--- src/rtl/fmpack_pkg.sv ---
package fmpack_pkg;
  typedef enum logic [1:0] {
    ST_IDLE = 2'd0,
    ST_REQ  = 2'd1,
    ST_WAIT = 2'd2
  } fm_state_e;
endpackage

--- src/rtl/fmpack_cap.sv ---
module fmpack_cap (
  input  logic strap_four,
  input  logic strap_eight,
  output logic eight_ok,
  output logic cfg_err
);
  // Valid only when exactly one strap is fitted; otherwise fall back to four frames.
  always_comb begin
    cfg_err  = (strap_four == strap_eight);
    eight_ok = strap_eight && !strap_four;
  end
endmodule

--- src/rtl/fmpack_addr.sv ---
module fmpack_addr #(
  parameter int ROWS       = 600,
  parameter int PLANES     = 3,
  parameter int FRAMES_DEV = 4,
  parameter int WCOLS      = 256,
  parameter int FR_W       = 3,
  parameter int PL_W       = 2,
  parameter int ROW_W      = 10,
  parameter int WC_W       = 8,
  parameter int ADDR_W     = 21
) (
  input  logic [FR_W-1:0]   frame,
  input  logic [PL_W-1:0]   plane,
  input  logic [ROW_W-1:0]  row,
  input  logic [WC_W-1:0]   wcol,
  input  logic              eight_ok,
  output logic [ADDR_W-1:0] addr,
  output logic              dev,
  output logic              bad
);
  logic [FR_W-1:0]   frame_loc;
  logic [ADDR_W-1:0] plane_idx;
  logic [ADDR_W-1:0] row_idx;

  always_comb begin
    dev       = (frame >= FR_W'(FRAMES_DEV));
    frame_loc = dev ? (frame - FR_W'(FRAMES_DEV)) : frame;
    plane_idx = ADDR_W'(frame_loc) * ADDR_W'(PLANES) + ADDR_W'(plane);
    row_idx   = plane_idx * ADDR_W'(ROWS) + ADDR_W'(row);
    addr      = row_idx * ADDR_W'(WCOLS) + ADDR_W'(wcol);
    bad       = ({1'b0, row} >= (ROW_W+1)'(ROWS)) ||
                ({1'b0, plane} >= (PL_W+1)'(PLANES)) ||
                (dev && !eight_ok);
  end
endmodule

--- src/rtl/fmpack_lane.sv ---
module fmpack_lane #(
  parameter int PX_W   = 8,
  parameter int LANES  = 4,
  parameter int LN_W   = 2,
  parameter int WORD_W = 32
) (
  input  logic [LN_W-1:0]   lane,
  input  logic [PX_W-1:0]   px_in,
  input  logic [WORD_W-1:0] word_in,
  output logic [WORD_W-1:0] word_out,
  output logic [LANES-1:0]  lane_be,
  output logic [PX_W-1:0]   px_out
);
  for (genvar g = 0; g < LANES; g++) begin : g_lane
    assign lane_be[g]                  = (lane == LN_W'(g));
    assign word_out[g*PX_W +: PX_W]    = lane_be[g] ? px_in : '0;
  end

  always_comb begin
    px_out = '0;
    for (int k = 0; k < LANES; k++) begin
      if (lane == LN_W'(k)) px_out = word_in[k*PX_W +: PX_W];
    end
  end
endmodule

--- src/rtl/fmpack_ctrl.sv ---
module fmpack_ctrl #(
  parameter int ROWS       = 600,
  parameter int COLS       = 1024,
  parameter int PLANES     = 3,
  parameter int FRAMES_DEV = 4,
  parameter int PX_W       = 8,
  parameter int WORD_W     = 32,
  localparam int LANES     = WORD_W / PX_W,
  localparam int LN_W      = $clog2(LANES),
  localparam int WCOLS     = COLS / LANES,
  localparam int COL_W     = $clog2(COLS),
  localparam int WC_W      = COL_W - LN_W,
  localparam int ROW_W     = $clog2(ROWS),
  localparam int PL_W      = $clog2(PLANES),
  localparam int FR_W      = $clog2(2 * FRAMES_DEV),
  localparam int DEV_WORDS = FRAMES_DEV * PLANES * ROWS * WCOLS,
  localparam int ADDR_W    = $clog2(DEV_WORDS)
) (
  input  logic              clk,
  input  logic              rst_n,
  input  logic              strap_four,
  input  logic              strap_eight,
  output logic              cfg_err,
  input  logic              px_valid,
  output logic              px_ready,
  input  logic              px_write,
  input  logic [FR_W-1:0]   px_frame,
  input  logic [PL_W-1:0]   px_plane,
  input  logic [ROW_W-1:0]  px_row,
  input  logic [COL_W-1:0]  px_col,
  input  logic [PX_W-1:0]   px_wdata,
  output logic              rd_valid,
  output logic [PX_W-1:0]   rd_data,
  output logic              err_pulse,
  output logic              mem_valid,
  input  logic              mem_ready,
  output logic              mem_write,
  output logic              mem_dev,
  output logic [ADDR_W-1:0] mem_addr,
  output logic [LANES-1:0]  mem_be,
  output logic [WORD_W-1:0] mem_wdata,
  input  logic              mem_rvalid,
  input  logic [WORD_W-1:0] mem_rdata
);
  import fmpack_pkg::*;

  // Reset: asserted asynchronously, released through two flops.
  logic rs_meta, rs_n;
  always_ff @(posedge clk or negedge rst_n) begin
    if (!rst_n) begin
      rs_meta <= 1'b0;
      rs_n    <= 1'b0;
    end else begin
      rs_meta <= 1'b1;
      rs_n    <= rs_meta;
    end
  end

  // Capacity straps
  logic eight_ok;
  fmpack_cap u_cap (
    .strap_four (strap_four),
    .strap_eight(strap_eight),
    .eight_ok   (eight_ok),
    .cfg_err    (cfg_err)
  );

  // Coordinate decode
  logic [ADDR_W-1:0] dec_addr;
  logic              dec_dev, dec_bad;
  fmpack_addr #(
    .ROWS(ROWS), .PLANES(PLANES), .FRAMES_DEV(FRAMES_DEV), .WCOLS(WCOLS),
    .FR_W(FR_W), .PL_W(PL_W), .ROW_W(ROW_W), .WC_W(WC_W), .ADDR_W(ADDR_W)
  ) u_addr (
    .frame   (px_frame),
    .plane   (px_plane),
    .row     (px_row),
    .wcol    (px_col[COL_W-1:LN_W]),
    .eight_ok(eight_ok),
    .addr    (dec_addr),
    .dev     (dec_dev),
    .bad     (dec_bad)
  );

  // Request registers
  fm_state_e         state_q, state_d;
  logic              req_write_q, req_dev_q;
  logic [ADDR_W-1:0] req_addr_q;
  logic [LN_W-1:0]   req_lane_q;
  logic [PX_W-1:0]   req_px_q;
  logic              err_q, rdv_q;
  logic [PX_W-1:0]   rdd_q;
  logic              accept, load_en, err_d, rdv_d;

  // Lane packing / unpacking
  logic [WORD_W-1:0] lane_word;
  logic [LANES-1:0]  lane_be;
  logic [PX_W-1:0]   lane_px;
  fmpack_lane #(.PX_W(PX_W), .LANES(LANES), .LN_W(LN_W), .WORD_W(WORD_W)) u_lane (
    .lane    (req_lane_q),
    .px_in   (req_px_q),
    .word_in (mem_rdata),
    .word_out(lane_word),
    .lane_be (lane_be),
    .px_out  (lane_px)
  );

  // Next-state logic
  always_comb begin
    state_d = state_q;
    load_en = 1'b0;
    accept  = px_valid && px_ready;
    err_d   = accept && dec_bad;
    rdv_d   = (state_q == ST_WAIT) && mem_rvalid;
    unique case (state_q)
      ST_IDLE: if (accept && !dec_bad) begin
        load_en = 1'b1;
        state_d = ST_REQ;
      end
      ST_REQ:  if (mem_ready) state_d = req_write_q ? ST_IDLE : ST_WAIT;
      ST_WAIT: if (mem_rvalid) state_d = ST_IDLE;
      default: state_d = ST_IDLE;
    endcase
  end

  // Registers
  always_ff @(posedge clk or negedge rs_n) begin
    if (!rs_n) begin
      state_q     <= ST_IDLE;
      req_write_q <= 1'b0;
      req_dev_q   <= 1'b0;
      req_addr_q  <= '0;
      req_lane_q  <= '0;
      req_px_q    <= '0;
      err_q       <= 1'b0;
      rdv_q       <= 1'b0;
      rdd_q       <= '0;
    end else begin
      state_q <= state_d;
      err_q   <= err_d;
      rdv_q   <= rdv_d;
      if (load_en) begin
        req_write_q <= px_write;
        req_dev_q   <= dec_dev;
        req_addr_q  <= dec_addr;
        req_lane_q  <= px_col[LN_W-1:0];
        req_px_q    <= px_wdata;
      end
      if (rdv_d) rdd_q <= lane_px;
    end
  end

  // Outputs
  assign px_ready  = (state_q == ST_IDLE) && rs_n;
  assign mem_valid = (state_q == ST_REQ);
  assign mem_write = req_write_q;
  assign mem_dev   = req_dev_q;
  assign mem_addr  = req_addr_q;
  assign mem_be    = req_write_q ? lane_be : '1;
  assign mem_wdata = lane_word;
  assign rd_valid  = rdv_q;
  assign rd_data   = rdd_q;
  assign err_pulse = err_q;

  // Assertions
  assert_range_R2: assert property (@(posedge clk) disable iff (!rs_n)
    mem_valid |-> ({1'b0, mem_addr} < (ADDR_W+1)'(DEV_WORDS)));

  assert_onehot_be_R3: assert property (@(posedge clk) disable iff (!rs_n)
    (mem_valid && mem_write) |-> ($countones(mem_be) == 1));

  assert_rd_after_resp_R4: assert property (@(posedge clk) disable iff (!rs_n)
    rd_valid |-> $past(mem_rvalid));

  assert_hold_R5: assert property (@(posedge clk) disable iff (!rs_n)
    (mem_valid && !mem_ready) |=> (mem_valid && $stable(mem_addr) && $stable(mem_be) &&
                                   $stable(mem_wdata) && $stable(mem_write) && $stable(mem_dev)));

  assert_busy_R5: assert property (@(posedge clk) disable iff (!rs_n)
    mem_valid |-> !px_ready);

  assert_no_req_on_err_R6: assert property (@(posedge clk) disable iff (!rs_n)
    err_pulse |-> !mem_valid);

  assert_fallback_R8: assert property (@(posedge clk) disable iff (!rs_n)
    (px_valid && px_ready && cfg_err && (px_frame >= FR_W'(FRAMES_DEV))) |=> err_pulse);

  assert_issue_R9: assert property (@(posedge clk) disable iff (!rs_n)
    (px_valid && px_ready) |=> (mem_valid || err_pulse));
endmodule

--- config.mk ---
export PLATFORM = sky130hd
export DESIGN_NAME = fmpack_ctrl
export DESIGN_NICKNAME = d
export VERILOG_FILES = /design/src/rtl/fmpack_pkg.sv /design/src/rtl/fmpack_cap.sv /design/src/rtl/fmpack_addr.sv /design/src/rtl/fmpack_lane.sv /design/src/rtl/fmpack_ctrl.sv
export SDC_FILE = /design/constraint.sdc
export NUM_CORES = 1
export LEC_CHECK = 0
export CAP_MARGIN = 20
export CORE_ASPECT_RATIO = 1.1
export CORE_MARGIN = 1
export CORE_UTILIZATION = 45
export DETAILED_ROUTE_END_ITERATION = 10
export GPL_TIMING_DRIVEN = 1
export PLACE_DENSITY = 0.86
export SLEW_MARGIN = 10
export SYNTH_ARGS = -nofsm -noshare
export SYNTH_HDL_FRONTEND = slang
export SYNTH_SLANG_ARGS = --single-unit
--- constraint.sdc ---
create_clock -name clk -period 6.6 [get_ports clk]
set_input_delay 1.98 -clock clk [delete_from_list [all_inputs] [get_ports clk]]
set_output_delay 1.98 -clock clk [all_outputs]
set_load 0.05 [all_outputs]
* Word level (Yosys, flattened, before mapping)
Cells that the tools add are included.
** Word-level totals
- Logic and storage cells :: 61
- Output and inout bits :: 72
- Input port bits :: 73
- Register bits after elaboration :: 47
** Cells by class
- Reduce and logical (&&, ||, !) cells :: 15
- Multiply operators :: 2
- Magnitude comparators :: 3
- Multiplexer cells :: 17
- Eq/ne operators :: 9
- Add/sub/neg operators :: 4
** Operators by type and width (count)
- 8-bit two-way mux :: 8
- 21-bit by 8-bit adder with 21-bit output :: 1
- 21-bit by 7-bit multiplier with 10-bit output (second input constant) :: 1
- 13-bit by 10-bit adder with 13-bit output :: 1
- 10-bit >= comparator (second input constant) :: 1
- 2-bit two-way mux :: 4
- 1-bit logical AND :: 7
- 5-bit by 2-bit adder with 6-bit output :: 1
- 2-bit == test (second input constant) :: 3
- 2-bit one-hot mux with 3 select lines :: 1
- 3-bit by 2-bit multiplier with 5-bit output (second input constant) :: 1
- 2-bit by 1-bit == test with 1-bit output (second input constant) :: 2
- 2-bit zero test :: 2
- 4-bit two-way mux :: 1
- 2-bit != test (second input constant) :: 2
- 3-bit >= comparator (second input constant) :: 1
- 1-bit zero test :: 3
- 3-bit two-way mux :: 1
- 3-bit AND reduction :: 1
- 3-bit subtractor (second input constant) :: 1
- 2-bit >= comparator (second input constant) :: 1
- 1-bit logical OR :: 2
- 1-bit two-way mux :: 2
- 2-bit by 1-bit != test with 1-bit output (second input constant) :: 1
- 1-bit == test :: 1

* Longest topological paths before layout
- Word-level depth :: 9
- Gate-level depth with buffers :: 22
- Mapped depth without buffers :: 22

* Hierarchy
Synthesis repeated with hierarchy kept, for this count alone.
** Unflattened totals
- Cells, all modules :: 297
- Area total of the unflattened synthesis :: 3584.7 um^2
** By module, submodules not included
- fmpack_ctrl :: seq. area each 1176.1 um^2, instances 1, area an instance 1923.1 um^2, cells each 108
- fmpack_addr :: seq. area each 0.0 um^2, instances 1, area an instance 1107.3 um^2, cells each 133
- fmpack_lane :: seq. area each 0.0 um^2, instances 1, area an instance 538.0 um^2, cells each 54
- fmpack_cap :: seq. area each 0.0 um^2, instances 1, area an instance 16.3 um^2, cells each 2

* Least setup slack after synthesis
Ideal clock, no wire load.
- Kind :: input port to flip-flop
- From :: in px_frame[0]
- To :: reg req_addr_q[20] (netlist: mem_addr[20])
- Library setup time :: 0.125 ns
- Data required time :: 6.475 ns
- Path buffers :: 0
- Cell stages on the path :: 22
- Path slack :: 0.248 ns
- Data arrival time :: 6.227 ns
- Cell sequence :: inv_1 fa_1 inv_1 ha_1 inv_1 fa_1 xor2_1 ha_1 inv_1 ha_1 fa_1 ha_1 a21o_1 a21oi_1 xnor2_1 ha_1 nand2_1 o21ai_0 nand2_1 nor3b_1 xnor2_1 mux2_2
** Between the ends
- Longest elaborated chain between the ends :: 7
- Elaborated cells on any way between the ends :: 14
- Classes of those cells :: add/sub (4); mul (2); order compare (1); mux (3); reduce/logical (4)
** Ends and longest elaborated chain
- start, declared :: RTL line fmpack_ctrl.sv:27 : input logic [FR_W-1:0] px_frame,
- 3-bit subtractor / 3-bit >= comparator (equally long branches) :: RTL line fmpack_addr.sv:27, fmpack_addr.sv:26
- 3-bit two-way mux / 1-bit logical AND (equally long branches) :: RTL line fmpack_addr.sv:27, fmpack_addr.sv:33
- 3-bit by 2-bit multiplier with 5-bit output / 1-bit logical OR (equally long branches) :: RTL line fmpack_addr.sv:28, fmpack_addr.sv:32
- 5-bit by 2-bit adder with 6-bit output / 1-bit zero test (equally long branches) :: RTL line fmpack_addr.sv:28, fmpack_ctrl.sv:116
- 21-bit by 7-bit multiplier with 10-bit output / 1-bit logical AND (equally long branches) :: RTL line fmpack_addr.sv:29, fmpack_ctrl.sv:116
- 13-bit by 10-bit adder with 13-bit output / 1-bit two-way mux (equally long branches) :: RTL line fmpack_addr.sv:29, fmpack_ctrl.sv:116
- 21-bit by 8-bit adder with 21-bit output / 1-bit two-way mux (equally long branches) :: RTL line fmpack_addr.sv:30, fmpack_ctrl.sv:115
- end signal, assigned :: RTL line fmpack_ctrl.sv:145 : req_addr_q <= dec_addr;
- end, declared :: RTL line fmpack_ctrl.sv:88 : logic [ADDR_W-1:0] req_addr_q;
Several ways; a longest one is shown, not always the timed one.
A chain may end at the register's enable or synchronous reset.

* Final worst setup path
Ends and elaborated chain as after synthesis.

==> key figures <==
Logic synthesis
  • XOR/XNOR share of the synthesized area: 3.49%
  • Largest family of logic cells by synthesized area: multiplexers
  • Async set-reset flop share out of synthesis: 100%
  • Compound-cell area share of the yosys netlist: about 7.4%
  • Cells after synthesis: around 280
  • Leading area contributor after synthesis: dfrtp_1
  • Synth top area share: 36.0%
  • Mapped Area: approximately 3300 um2
  • Ys Warns: 0
  • Synth Register Bits: 47
  • Share of synthesized area spent on multiplexers: about a fifth
  • Synth unique cells: 40
  • Mapped Avg Cell Area: 11.5 um2
  • Share of synthesized cell area in and, or, nand and nor gates: 12.4%
  • Sequential share of the synthesized area: 36.0%
  • EDFF count, synth: 0
  • Post-synth top flop: dfrtp_1
  • Synthesized-area fraction occupied by adder cells: 16.5%
  • Top post-synthesis cells by area: dfrtp_1 36%, ha_1 13%, mux2_4 11%

Outcome
  • Status: complete, no violations

Routing
  • DRC: 0
  • Pre-antenna DRT Iters: 4
  • Remaining antenna violation count after routing: 0
  • DR vias: ~2800
  • Total Wirelength: between 8000 and 9000 um
  • Wirelength per Cell: roughly 17 um
  • Post-DR vias/cell: around 5.3
  • Drt initial violations: 82

Setup path
  • Setup crit start: px_frame[0]
  • CP max stage cell: fa_2
  • Req. time, crit path: roughly 6.8 ns
  • Delay-heaviest family, CP: adder cells
  • Setup CP Type: input port to flop
  • Startpoint types: input port
  • CP bufs+invs: 5
  • Arrival @ worst endpoint: 6.49 ns
  • RR Startpoint: rs_n$_DFF_PN0_
  • Max incr delay on CP: ~0.59 ns
  • Crit path cell chain: dlymetal6s2s_1, inv_1, fa_1, inv_1, ha_2, inv_1, fa_2, xor2_2, ha_1, inv_1, ha_1, fa_2, ha_4, a21o_1, a21oi_2, xnor2_1, ha_1, a21oi_2, o211ai_1, nand2_1, nor3b_2, xnor2_1, mux2_2
  • CP dominant cell by count: inv_1
  • Worst setup EP type: flop
  • CP Max Fanout: 3

Cells and area
  • Fin cells: approximately 540
  • P&R area growth vs syn: 56.0%
  • Commonest non-fill, non-tap cell in the layout: clkdlybuf4s50_1
  • Share of cells above drive strength 1: 19.6%
  • Antenna diodes: 0
  • Final design utilization: 72.7%
  • Most frequent cells in the layout: 141 x clkdlybuf4s50_1, 46 x dfrtp_1, 32 x ha_1
  • Fin nets: around 560

Power and ir drop
  • Worst vdd rail ir drop: 0.307 mV
  • Combinational share of power: just over 70%
  • Switch share: between 40% and 50%
  • Pint: approximately 0.0012 W
  • NetSw: roughly 0.0011 W
  • Seq pwr share: 20.4%
  • Static Leak: between 2 and 2.5 nW
  • Total power: about 0.0024 W
  • Clock Power Share: just under 8%
  • Power per cell area: roughly 460 nW/um2

Floorplan
  • Die W: between 80 and 90 um
  • # IOs: roughly 150
  • Core area: between 7000 and 8000 um2
  • Die Area: 7600 um2
  • Row count: 32
  • Initial Util: a little under half
  • Height of the die: 91.3 um

Hold path
  • Class of the worst hold path: flop to async pin

Timing
  • Slew @ Worst Pin: between 0.8 and 0.9 ns
  • Final-report hold violation count: 0
  • Worst clock skew: approximately 0.0093 ns
  • RSZ-0062 raised after global routing: no
  • Slew HR: 41.0%
  • Max Fclk: approximately 160 MHz
  • Final min period: 6.30 ns
  • Fin worst setup slack: 0.300 ns
  • Slew Limit Fails: 0
  • Tcrit/Tclk final: a little over nine tenths
  • Endpoints failing setup: 0

Clock network
  • Clock Path Buffers: 2
  • CTS tree: yes
  • TritonCTS buffer count: 5
  • # H-tree levels: 2
  • Hold-fix buffers, CTS: 0
  • Clock sink count: 47
  • Clock-pin slew on the worst setup and hold paths: around 0.10 ns
  • Root Buffer Master: clkbuf_8
  • Clk_lat worst skew: around 0.3 ns

Global route
  • First-pass GRT wire length: approximately 15000 um
  • M3 GR Usage: under 10%
  • Antenna violations before repair: 0
  • Largest net degree at the start of global routing: 47
  • GRT overflow: 0
  • Gr usage total: 24.4%
  • GR Util met2: between 40 and 50%
  • Vias in the first global route: approximately 3000
  • Grt met1 use: about 28%
  • Busiest metal layer after global routing: met2

Placed design
  • Detailed Place HPWL: approximately 7200 um
  • Cell count after placement: 525
  • Place WS: -0.525 ns
  • Placer Congestion: about 0.83
  • Buffers added on ports: between 100 and 150

Run
  • Max-cap violation count: 0
through the flow:
step                      hold WS [ns]  TNS [ns]  cell area, um2
after CTS                        0.360         0            5070
after floorplan                  0.331         0            3270
after global placement           0.336    -0.886            4910
after global routing             0.366         0            5090
after detailed placement         0.337     -2.06            4910
final                            0.346         0            5090
Yosys cell counts, types with 2 or more instances:
library cell,number
a211oi_1,4
a21o_1,5
a21oi_1,6
and2_1,24
and3_1,8
buf_6,3
clkbuf_1,4
conb_1,2
dfrtp_1,47
fa_1,5
ha_1,35
inv_1,21
mux2_2,11
mux2_4,23
mux4_2,8
nand2_1,14
nand2b_1,5
nor2_1,8
nor2b_1,3
nor3b_1,2
o211ai_1,2
o21ai_0,13
or2_2,2
xnor2_1,9
xor2_1,4
area by class of cell:
| cell class | count | area, um2 |
|---|---|---|
| flip-flops and latches | 47 | 1180 |
| well taps | 85 | 106 |
| multi-input cells | 208 | 2020 |
| clock inverters | 3 | 27.5 |
| inverters | 21 | 78.8 |
| clock buffers | 5 | 68.8 |
| fillers | 505 | 1910 |
| repair buffers | 166 | 1610 |
worst register-to-register path, cell delays in order (launching register included):
cell,delay (ns)
dfrtp_2,0.36
buf_4,0.46
nor3b_1,0.54
nand3_2,0.13
buf_4,0.34
mux2_4,0.37
power groups by stage:
stage                     Combinational (W)  Sequential, W  Clock (W)
final                               0.00169       0.000481   0.000185
after detailed placement            0.00162       0.000488          0
after floorplan                    0.000798       0.000738          0
after global placement              0.00158       0.000478          0
after CTS                           0.00168       0.000482   0.000189
after global routing                0.00181       0.000500   0.000202
logic make-up (layout without fill, tap and decap cells):
kind of cell / Yosys count / after routing
AND/OR/NAND/NOR: 72 / 72
flip-flops: 47 / 47
multiplexers: 42 / 42
adder cells (fa/ha/maj): 40 / 40
AO/OA/AOI/OAI: 38 / 38
buffers and inverters: 29 / 195
XOR/XNOR: 13 / 13
other: 2 / 3
worst paths after layout:
| check | cells past startpoint | slack (ns) | end |
|---|---|---|---|
| setup reg to reg | 5 | 4.30 | mem_addr[5]$_DFFE_PN0P_ |
| max in group asynchronous | 1 | 4.65 | rs_n$_DFF_PN0_ |
| min in group clk | 0 | 0.36 | rs_n$_DFF_PN0_ |
| hold reg to reg | 1 | 0.35 | mem_addr[10]$_DFFE_PN0P_ |
| hold / removal | 1 | 0.35 | mem_addr[10]$_DFFE_PN0P_ |
| setup / recovery | 23 | 0.30 | mem_addr[20]$_DFFE_PN0P_ |
layer usage:
layer / part of all wire, % / wire length [um]
met1: 38 / 3440
met2: 52 / 4670
met5: 0 / 0
met4: 2.8 / 254
met3: 6.8 / 606
sequential cells by signal, summed over array words and instances, names as in the netlist:
| name | count |
|---|---|
| mem_addr | 21 |
| rd_data | 8 |
| req_px_q | 8 |
| req_lane_q | 2 |
| state_q | 2 |
| err_pulse | 1 |
| mem_dev | 1 |
| mem_write | 1 |
| rd_valid | 1 |
| rs_meta | 1 |
| rs_n | 1 |
repair_timing:
| action | CTS | global route |
|---|---|---|
| buffers inserted | 1 | 1 |
| gates resized for setup | 11 | 7 |
| cloned | 0 | 0 |
| setup endpoints to repair | 4 | 4 |
| pin swaps | 7 | 9 |
| hold endpoints to repair | 0 | 0 |
No activity file was read; power rests on OpenSTA's default activity.
